`src/rtl/qdac_pkg.sv`:
```
package qdac_pkg;
  parameter int unsigned NUM_CH = 4;
  parameter int unsigned DATA_W = 12;
  parameter int unsigned ADDR_W = 2;
  parameter int unsigned CTL_W  = 2;
  localparam int unsigned WORD_W = ADDR_W + CTL_W + DATA_W;
  localparam int unsigned CNT_W  = $clog2(WORD_W + 1);

  typedef enum logic [CTL_W-1:0] {
    CTL_LOAD     = 2'b00,
    CTL_LOAD_UPD = 2'b01,
    CTL_LOAD_ALL = 2'b10,
    CTL_SPECIAL  = 2'b11
  } ctl_e;

  typedef enum logic [ADDR_W-1:0] {
    SP_NOP       = 2'b00,
    SP_UPDATE    = 2'b01,
    SP_BROADCAST = 2'b10,
    SP_MODE      = 2'b11
  } special_e;

  typedef struct packed {
    logic              loadOne;
    logic              updOne;
    logic              updAll;
    logic              loadAll;
    logic [NUM_CH-1:0] chanSel;
    logic [DATA_W-1:0] data;
  } strobe_t;
endpackage

```
`src/rtl/qdac_sync.sv`:
```
module qdac_sync #(
  parameter logic RST_VAL = 1'b0
) (
  input  logic clk,
  input  logic rstN,
  input  logic d,
  output logic q
);
  logic meta;

  always_ff @(posedge clk or negedge rstN) begin
    if (!rstN) begin
      meta <= RST_VAL;
      q    <= RST_VAL;
    end else begin
      meta <= d;
      q    <= meta;
    end
  end
endmodule

```
`src/rtl/qdac_serial_ctrl.sv`:
```
module qdac_serial_ctrl
  import qdac_pkg::*;
(
  input  logic    clk,
  input  logic    rstN,
  input  logic    csN,
  input  logic    sck,
  input  logic    sdi,
  output logic    sdo,
  output strobe_t stb
);
  logic csS, sckS, sdiS;
  logic csPrev, sckPrev;
  logic sckRise, sckFall, csFall, csRise;
  logic [WORD_W-1:0] shReg;
  logic [CNT_W-1:0]  bitCnt;
  logic modeRise;
  logic sdoReg;
  logic fire;
  strobe_t stbNext;
  logic modeNext;

  logic [ADDR_W-1:0] wAddr;
  logic [CTL_W-1:0]  wCtl;
  logic [DATA_W-1:0] wData;

  qdac_sync #(.RST_VAL(1'b1)) csSync_i  (.clk(clk), .rstN(rstN), .d(csN), .q(csS));
  qdac_sync #(.RST_VAL(1'b0)) sckSync_i (.clk(clk), .rstN(rstN), .d(sck), .q(sckS));
  qdac_sync #(.RST_VAL(1'b0)) sdiSync_i (.clk(clk), .rstN(rstN), .d(sdi), .q(sdiS));

  always_ff @(posedge clk or negedge rstN) begin
    if (!rstN) begin
      csPrev  <= 1'b1;
      sckPrev <= 1'b0;
    end else begin
      csPrev  <= csS;
      sckPrev <= sckS;
    end
  end

  assign sckRise = !csS && sckS && !sckPrev;
  assign sckFall = !csS && !sckS && sckPrev;
  assign csFall  = !csS && csPrev;
  assign csRise  = csS && !csPrev;

  // bit counter saturates at a full word; shift register keeps the last bits
  always_ff @(posedge clk or negedge rstN) begin
    if (!rstN) begin
      bitCnt <= '0;
      shReg  <= '0;
    end else begin
      if (csFall) bitCnt <= '0;
      else if (sckRise && bitCnt != CNT_W'(WORD_W)) bitCnt <= bitCnt + 1'b1;
      if (sckRise) shReg <= {shReg[WORD_W-2:0], sdiS};
    end
  end

  // chained output: edge chosen by mode
  always_ff @(posedge clk or negedge rstN) begin
    if (!rstN) begin
      sdoReg <= 1'b0;
    end else if (modeRise && sckRise) begin
      sdoReg <= shReg[WORD_W-1];
    end else if (!modeRise && (sckFall || csFall)) begin
      sdoReg <= shReg[WORD_W-1];
    end
  end
  assign sdo = sdoReg;

  assign wAddr = shReg[WORD_W-1 -: ADDR_W];
  assign wCtl  = shReg[DATA_W +: CTL_W];
  assign wData = shReg[DATA_W-1:0];
  assign fire  = csRise && (bitCnt == CNT_W'(WORD_W));

  always_comb begin
    stbNext      = '0;
    stbNext.data = wData;
    modeNext     = modeRise;
    if (fire) begin
      unique case (ctl_e'(wCtl))
        CTL_LOAD: begin
          stbNext.loadOne = 1'b1;
          stbNext.chanSel = NUM_CH'(1) << wAddr;
        end
        CTL_LOAD_UPD: begin
          stbNext.loadOne = 1'b1;
          stbNext.updOne  = 1'b1;
          stbNext.chanSel = NUM_CH'(1) << wAddr;
        end
        CTL_LOAD_ALL: begin
          stbNext.loadOne = 1'b1;
          stbNext.updAll  = 1'b1;
          stbNext.chanSel = NUM_CH'(1) << wAddr;
        end
        CTL_SPECIAL: begin
          unique case (special_e'(wAddr))
            SP_NOP:       ;
            SP_UPDATE:    stbNext.updAll  = 1'b1;
            SP_BROADCAST: stbNext.loadAll = 1'b1;
            SP_MODE: begin
              stbNext.updAll = 1'b1;
              modeNext       = wData[DATA_W-1];
            end
            default: ;
          endcase
        end
        default: ;
      endcase
    end
  end

  always_ff @(posedge clk or negedge rstN) begin
    if (!rstN) begin
      stb      <= '0;
      modeRise <= 1'b1;
    end else begin
      stb      <= stbNext;
      modeRise <= modeNext;
    end
  end

  p_cnt_bound_r2: assert property (@(posedge clk) disable iff (!rstN)
    bitCnt <= CNT_W'(WORD_W));
  p_sel_onehot_r4: assert property (@(posedge clk) disable iff (!rstN)
    $onehot0(stb.chanSel));
  p_act_at_cs_rise_r1: assert property (@(posedge clk) disable iff (!rstN)
    (stb.loadOne || stb.updAll || stb.loadAll) |-> $past(csRise));
  p_sdo_edge_r11: assert property (@(posedge clk) disable iff (!rstN)
    (modeRise && !sckRise) |=> $stable(sdoReg));
endmodule

```
`src/rtl/qdac_regs.sv`:
```
module qdac_regs
  import qdac_pkg::*;
(
  input  logic                     clk,
  input  logic                     rstN,
  input  strobe_t                  stb,
  input  logic                     holdDac,
  output logic [NUM_CH*DATA_W-1:0] dacOut
);
  logic [DATA_W-1:0] inpReg  [NUM_CH];
  logic [DATA_W-1:0] dacReg  [NUM_CH];
  logic [DATA_W-1:0] inpNext [NUM_CH];
  logic [DATA_W-1:0] dacNext [NUM_CH];

  for (genvar ch = 0; ch < NUM_CH; ch++) begin : g_ch
    always_comb begin
      if (stb.loadAll)                         inpNext[ch] = stb.data;
      else if (stb.loadOne && stb.chanSel[ch]) inpNext[ch] = stb.data;
      else                                     inpNext[ch] = inpReg[ch];

      if (!holdDac || stb.updAll || stb.loadAll)    dacNext[ch] = inpNext[ch];
      else if (stb.updOne && stb.chanSel[ch])       dacNext[ch] = inpNext[ch];
      else                                          dacNext[ch] = dacReg[ch];
    end

    always_ff @(posedge clk or negedge rstN) begin
      if (!rstN) begin
        inpReg[ch] <= '0;
        dacReg[ch] <= '0;
      end else begin
        inpReg[ch] <= inpNext[ch];
        dacReg[ch] <= dacNext[ch];
      end
    end

    assign dacOut[ch*DATA_W +: DATA_W] = dacReg[ch];

    p_follow_r9: assert property (@(posedge clk) disable iff (!rstN)
      !holdDac |=> (dacReg[ch] == inpReg[ch]));
    p_hold_stable_r3: assert property (@(posedge clk) disable iff (!rstN)
      (holdDac && !stb.updAll && !stb.loadAll && !(stb.updOne && stb.chanSel[ch]))
        |=> $stable(dacReg[ch]));
    p_broadcast_r7: assert property (@(posedge clk) disable iff (!rstN)
      stb.loadAll |=> (inpReg[ch] == $past(stb.data)) && (dacReg[ch] == $past(stb.data)));
  end
endmodule

```
`src/rtl/quad_dac_front.sv`:
```
module quad_dac_front
  import qdac_pkg::*;
(
  input  logic                     clk,
  input  logic                     rstN,
  input  logic                     csN,
  input  logic                     sck,
  input  logic                     sdi,
  input  logic                     holdDac,
  output logic                     sdo,
  output logic [NUM_CH*DATA_W-1:0] dacOut
);
  strobe_t stb;

  qdac_serial_ctrl ctrl_i (
    .clk(clk), .rstN(rstN), .csN(csN), .sck(sck), .sdi(sdi),
    .sdo(sdo), .stb(stb)
  );

  qdac_regs regs_i (
    .clk(clk), .rstN(rstN), .stb(stb), .holdDac(holdDac), .dacOut(dacOut)
  );
endmodule

```
`config.mk`:
```
export PLATFORM = sky130hd
export DESIGN_NAME = quad_dac_front
export DESIGN_NICKNAME = d
export VERILOG_FILES = /design/src/rtl/qdac_pkg.sv /design/src/rtl/qdac_sync.sv /design/src/rtl/qdac_serial_ctrl.sv /design/src/rtl/qdac_regs.sv /design/src/rtl/quad_dac_front.sv
export SDC_FILE = /design/constraint.sdc
export NUM_CORES = 1
export LEC_CHECK = 0
export CAP_MARGIN = 20
export CORE_UTILIZATION = 25
export CTS_BUF_LIST = sky130_fd_sc_hd__clkbuf_4 sky130_fd_sc_hd__clkbuf_8
export CTS_CLUSTER_DIAMETER = 80
export DETAILED_ROUTE_END_ITERATION = 10
export SYNTH_ARGS = -nofsm -noshare
export SYNTH_HDL_FRONTEND = slang
export SYNTH_SLANG_ARGS = --single-unit
export TNS_END_PERCENT = 1
```
`constraint.sdc`:
```
create_clock -name clk -period 1.7 [get_ports clk]
set_input_delay 0.425 -clock clk [delete_from_list [all_inputs] [get_ports clk]]
set_output_delay 0.425 -clock clk [all_outputs]
set_load 0.02 [all_outputs]
```
# Word level (Yosys, flattened, before mapping)

Cells that the tools add are included.

Add/subtract/negate cells: 1
$mul: 0
Div/mod/pow operators: 0
Magnitude comparators: 0
Equality and inequality tests: 8
Shift-type cells: 1
Multiplexer cells: 28
Bitwise gates (word level): 0
Reduce and logical (&&, ||, !) cells: 37

Operator list:

| operator            | count |
|---|---|
| $mux 12             | 16 |
| $logic_and 1x1->1   | 18 |
| $reduce_bool 2->1   | 6 |
| $mux 5              | 2 |
| $eq 2x2->1 const B  | 4 |
| $mux 8              | 1 |
| $mux 1              | 7 |
| $logic_not 1->1     | 6 |
| $add 5x1->5 const B | 1 |
| $eq 5x5->1 const B  | 1 |
| $ne 5x5->1 const B  | 1 |
| $eq 2x1->1 const B  | 2 |
| $mux 4              | 1 |
| $shl 1x2->4 const A | 1 |
| $logic_or 1x1->1    | 3 |
| $reduce_and 3->1    | 1 |
| $reduce_or 3->1     | 1 |
| $logic_not 2->1     | 1 |
| $pmux 1 s2          | 1 |
| $reduce_or 2->1     | 1 |

Bits in registers: 147
Bits in latches: 0
RAM bits: 0
Memory bits (read-only): 0
Bits of input ports: 6
Word-level logic and storage cells: 101
Memories: 0

# Longest topological paths before layout

Depth after elaboration: 7
Gate-level depth with buffers: 6

# By module

Synthesis repeated with hierarchy kept, for this count alone.

Cell total of the unflattened synthesis: 364
Area, all modules: 5,383.9 µm²

Modules (own cells, without submodules):

| module                            | instances | cells an instance | area each (µm²) | seq. area each (µm²) |
|---|---|---|---|---|
| qdac_regs                         | 1         | 213               | 3,595.9         | 2,402.3 |
| qdac_serial_ctrl                  | 1         | 145               | 1,635.3         | 1,128.6 |
| qdac_sync at ctrl_i.sckSync_i ... | 2         | 2                 | 50.0            | 50.0 |
| qdac_sync at ctrl_i.csSync_i      | 1         | 2                 | 52.6            | 52.6 |

# Worst setup path after synthesis

No wires, ideal clock.

Kind: register -> register
From: register, netlist name ctrl_i.stb[19]
To: register regs_i.dacReg, in the netlist regs_i.dacOut[25]
Setup time: 0.125 ns
Arrival time: 1.456 ns
Path slack: 0.119 ns
Stages on the path, launching flop included: 5
Period minus slack after synthesis: 1.581 ns
Cells stage by stage: dfrtp_1 -> a21oi_1 -> buf_2 -> mux2_2 -> mux2_2

RTL lines:

| item                           | line            | source |
|---|---|---|
| end signal: indexed assignment | qdac_regs.sv:32 | `dacReg[ch] <= dacNext[ch];` |
| end: declaration               | qdac_regs.sv:11 | `logic [DATA_W-1:0] dacReg [NUM_CH];` |

# Worst setup path in the final report

From: register regs_i.dacReg, in the netlist regs_i.dacOut[31]
To: output dacOut[31]

RTL lines:

| item             | line                 | source |
|---|---|---|
| end: declaration | quad_dac_front.sv:11 | `output logic [NUM_CH*DATA_W-1:0] dacOut` |

No word-level cell between the ends.

==> parameters.txt <==
Parameter                              Value

Layout
  Number of diodes added for antenna fixing    0
  Share of the core filled with cells in the final layout    0.3178
  Share of cells above drive strength 1    0.3421
  Nets@finish    451
  Number of inserted filler cells in the final layout    2101
  Area added between synthesis and finish    24.64%
  Commonest non-fill, non-tap cells in the layout    sky130_fd_sc_hd__dfrtp_1, sky130_fd_sc_hd__mux2_2, sky130_fd_sc_hd__nand2_1
  Most frequent standard cell in the layout excluding fill and tap cells    sky130_fd_sc_hd__dfrtp_1

Timing
  Final critical path time including I/O delays and setup    around 1.6 ns
  Worst clock skew    0.01170 ns
  Worst Hold Margin    0.3502 ns
  Fin Setup TNS    0 ns
  Fmax achieved    0.6208 GHz
  Final Worst Setup Slack    0.08922 ns
  Max-slew violation count    0
  RSZ-0062 raised after global routing    yes
  Total count of hold-check failures in the final report    0
  Remaining max-slew budget at the tightest pin    0.6905
  Tightest Pin Transition    about 0.46 ns
  Final setup viols    0
  Period utilisation layout    0.9475

Worst setup path
  Gate family responsible for the most delay along the worst path    flip-flops
  Endpoint of the worst-slack reg-to-reg timing path    regs_i.dacOut[38]
  FF-to-FF path depth    4
  Cell with the largest stage delay on the worst path    sky130_fd_sc_hd__dfrtp_1
  Beginning of the worst register-to-register path    ctrl_i.stb[16]
  Crit Path Class    reg2out
  Setup crit start    regs_i.dacOut[31]
  Largest stage delay, worst path    about 0.41 ns
  Capturing element type of the critical path    output pin
  Arrival time of the worst setup path    between 1 and 1.5 ns
  Largest fanout on the critical path    2
  Number of buffer and inverter instances along the worst setup path    1
  Worst EP required    between 1 and 1.5 ns
  CP startpoint kind    flop
  Register-to-Register Setup Slack    0.10 ns
  Critical-path cell list    dlygate4sd2_1

Global route
  Pin count of the biggest net entering global routing    41
  Overflow left after global routing    0
  Number of antenna violations at the first check in global routing    0
  Vias in the first global route    approximately 3300
  Total Routing Usage GR    0.1084
  First-pass GRT wire length    17.95 mm

Die
  Die extent in x    148.7 um
  Number of top-level pins    55
  Core region area    between 20000 and 25000 um^2
  Die Outline Area    22100 um^2
  Die H    148.7 um
  Std cell rows    53
  Starting Density    0.2550

Power and ir drop
  Reported net switching power    0.001449 W
  Switching power share of the total    0.2205
  IR drop worst, VDD    0.4799 mV
  Clock power frac    0.396
  Combinational group share of total power    0.036
  Sequential cell fraction of total power    0.568
  Internal    0.005122 W
  Static leakage power    3.538 nW
  Power per unit of standard cell area    980.3 nW/um^2

Synth
  Synth top area share    0.6654
  Top cell type by total area after synthesis    sky130_fd_sc_hd__dfrtp_1
  Net count after synthesis    ~370
  Syn_area_per_cell    14.77 um^2
  Largest cells by area after synthesis    sky130_fd_sc_hd__dfrtp_1, sky130_fd_sc_hd__mux2_2, sky130_fd_sc_hd__nand2_1, sky130_fd_sc_hd__dfstp_2, sky130_fd_sc_hd__buf_2
  Sequential-to-total area share from yosys stat    0.6850
  Yosys warns    0
  Gate Count Post-Synth    364
  Cell area after synthesis    about 5400 um^2
  Number of storage elements in the synthesis netlist    between 100 and 150
  Count of cell types in the netlist    24

Clock tree
  Clock edge transition at the registers on the reported setup and hold paths    0.07 ns
  TritonCTS Buffers    17
  CTS Sinks    between 100 and 150
  H-tree depth    4
  Clock buffer depth    2
  Clock insertion delay at the later pin of the skew report    0.45 ns
  CTS tree    yes
  Root buffer selected by CTS    sky130_fd_sc_hd__clkbuf_8

Routing
  Post-Route WL    about 11 mm
  DR iter-0 viols    133
  Routed Antenna Nets    0
  Via count of the routed design    3026
  DRT Pass-1 Iters    4
  Via count normalized by instance count    4.140
  # DRC    0
  WL/cell    14.60 um

Place
  Estimated wirelength of the detail-placed design    roughly 8 mm
  Number of I/O port buffers    54
  Weighted congestion reported at the end of routability-driven placement    between 0.7 and 0.8
  Post-placement worst setup slack    -0.1898 ns

Run status
  Run status    complete, no violations

Worst hold path
  Start point of the worst hold path    ctrl_i.sckSync_i.meta
  Number of cells on the worst hold path    0
  Capture endpoint of the worst hold path    ctrl_i.sckSync_i.q
  Type of the tightest min-delay check    reg2reg

Run
  Max cap viols    0
-- cell usage after synthesis (all sizes together) --
cell type / count
a21oi: 9
nor3b: 3
nor3: 3
nand4bb: 1
dfrtp: 143
and4bb: 1
inv: 5
nor2: 5
a221oi: 1
nand3: 2
or3b: 1
dfstp: 4
nand2b: 3
and4: 1
o21ai: 7
or3: 4
nand4: 2
buf: 12
nand3b: 1
mux2: 98
ha: 2
nand2: 56
-- repair_timing --
action                                  CTS  global route
hold endpoints to repair                 35             0
buffers inserted                          0             0
endpoints found under the setup margin   49             2
pin swaps                                 0             0
hold buffers                              1             0
resized for setup                        49             1
-- cells by family (layout without fill, tap and decap cells) --
group / Yosys count / count (layout) / synth area share
AND/OR/NAND/NOR: 83 / 83 / 0.07282
adder cells (fa/ha/maj): 2 / 2 / 0.004653
flip-flops: 147 / 147 / 0.6850
AO/OA/AOI/OAI: 17 / 17 / 0.01652
buffers and inverters: 17 / 109 / 0.01582
multiplexers: 98 / 98 / 0.2052
-- cell type report --
cell class	count	area, um^2	share of cell area
repair buffers	72	655.6	0.09782
flip-flops and latches	147	3684	0.5496
well taps	275	344.1	0.05133
clock buffers	28	341.6	0.05096
clock inverters	4	47.55	0.007094
inverters	5	18.77	0.002800
multi-input cells	200	1612	0.2404
-- sequential cells by signal, summed over array words and instances (netlist names) --
register,count
ctrl_i.bitCnt,5
ctrl_i.csPrev,1
ctrl_i.csSync_i.meta,1
ctrl_i.csSync_i.q,1
ctrl_i.modeRise,1
ctrl_i.sckPrev,1
ctrl_i.sckSync_i.meta,1
ctrl_i.sckSync_i.q,1
ctrl_i.sdiSync_i.meta,1
ctrl_i.sdiSync_i.q,1
ctrl_i.sdo,1
ctrl_i.shReg,16
ctrl_i.stb,20
regs_i.dacOut,48
regs_i.inpReg,48
-- per-layer routing --
metal	track usage	vias to the layer above	part of all wire
met4	0.04330	0	0.017
met1	0.1300	1537	0.44
met5	0	-	0
met2	0.1755	61	0.48
met3	0.04018	19	0.059
li1	-	1409	-
-- worst max path at each step --
stage,end,slack [ns],cells past startpoint
CTS,ctrl_i.bitCnt[1],0.03,4
detailed placement,regs_i.dacOut[17],-0.19,5
global placement,regs_i.dacOut[20],-0.20,5
finish,dacOut[31],0.09,1
floorplan,regs_i.dacOut[25],0.12,4
global route,ctrl_i.stb[13],-0.02,5
-- stage by stage --
step / power [W] / cells / area, um^2
2_1_floorplan: 0.003845 / 364 / 5378
5_1_grt: 0.006868 / 731 / 6703
4_1_cts: 0.006663 / 731 / 6700
6_report: 0.006571 / 731 / 6703
3_3_place_gp: 0.004026 / 698 / 6362
3_5_place_dp: 0.004043 / 698 / 6362
-- power by group through the flow --
| stage | Combinational, W | Sequential [W] | Clock, W |
|---|---|---|---|
| global route | 0.000268 | 0.00375 | 0.00285 |
| finish | 0.000236 | 0.00373 | 0.00260 |
| floorplan | 0.000108 | 0.00374 | 0 |
| detailed placement | 0.000242 | 0.00380 | 0 |
| global placement | 0.000230 | 0.00380 | 0 |
| CTS | 0.000244 | 0.00373 | 0.00269 |
Note: power is estimated with default switching activity, not from simulation.
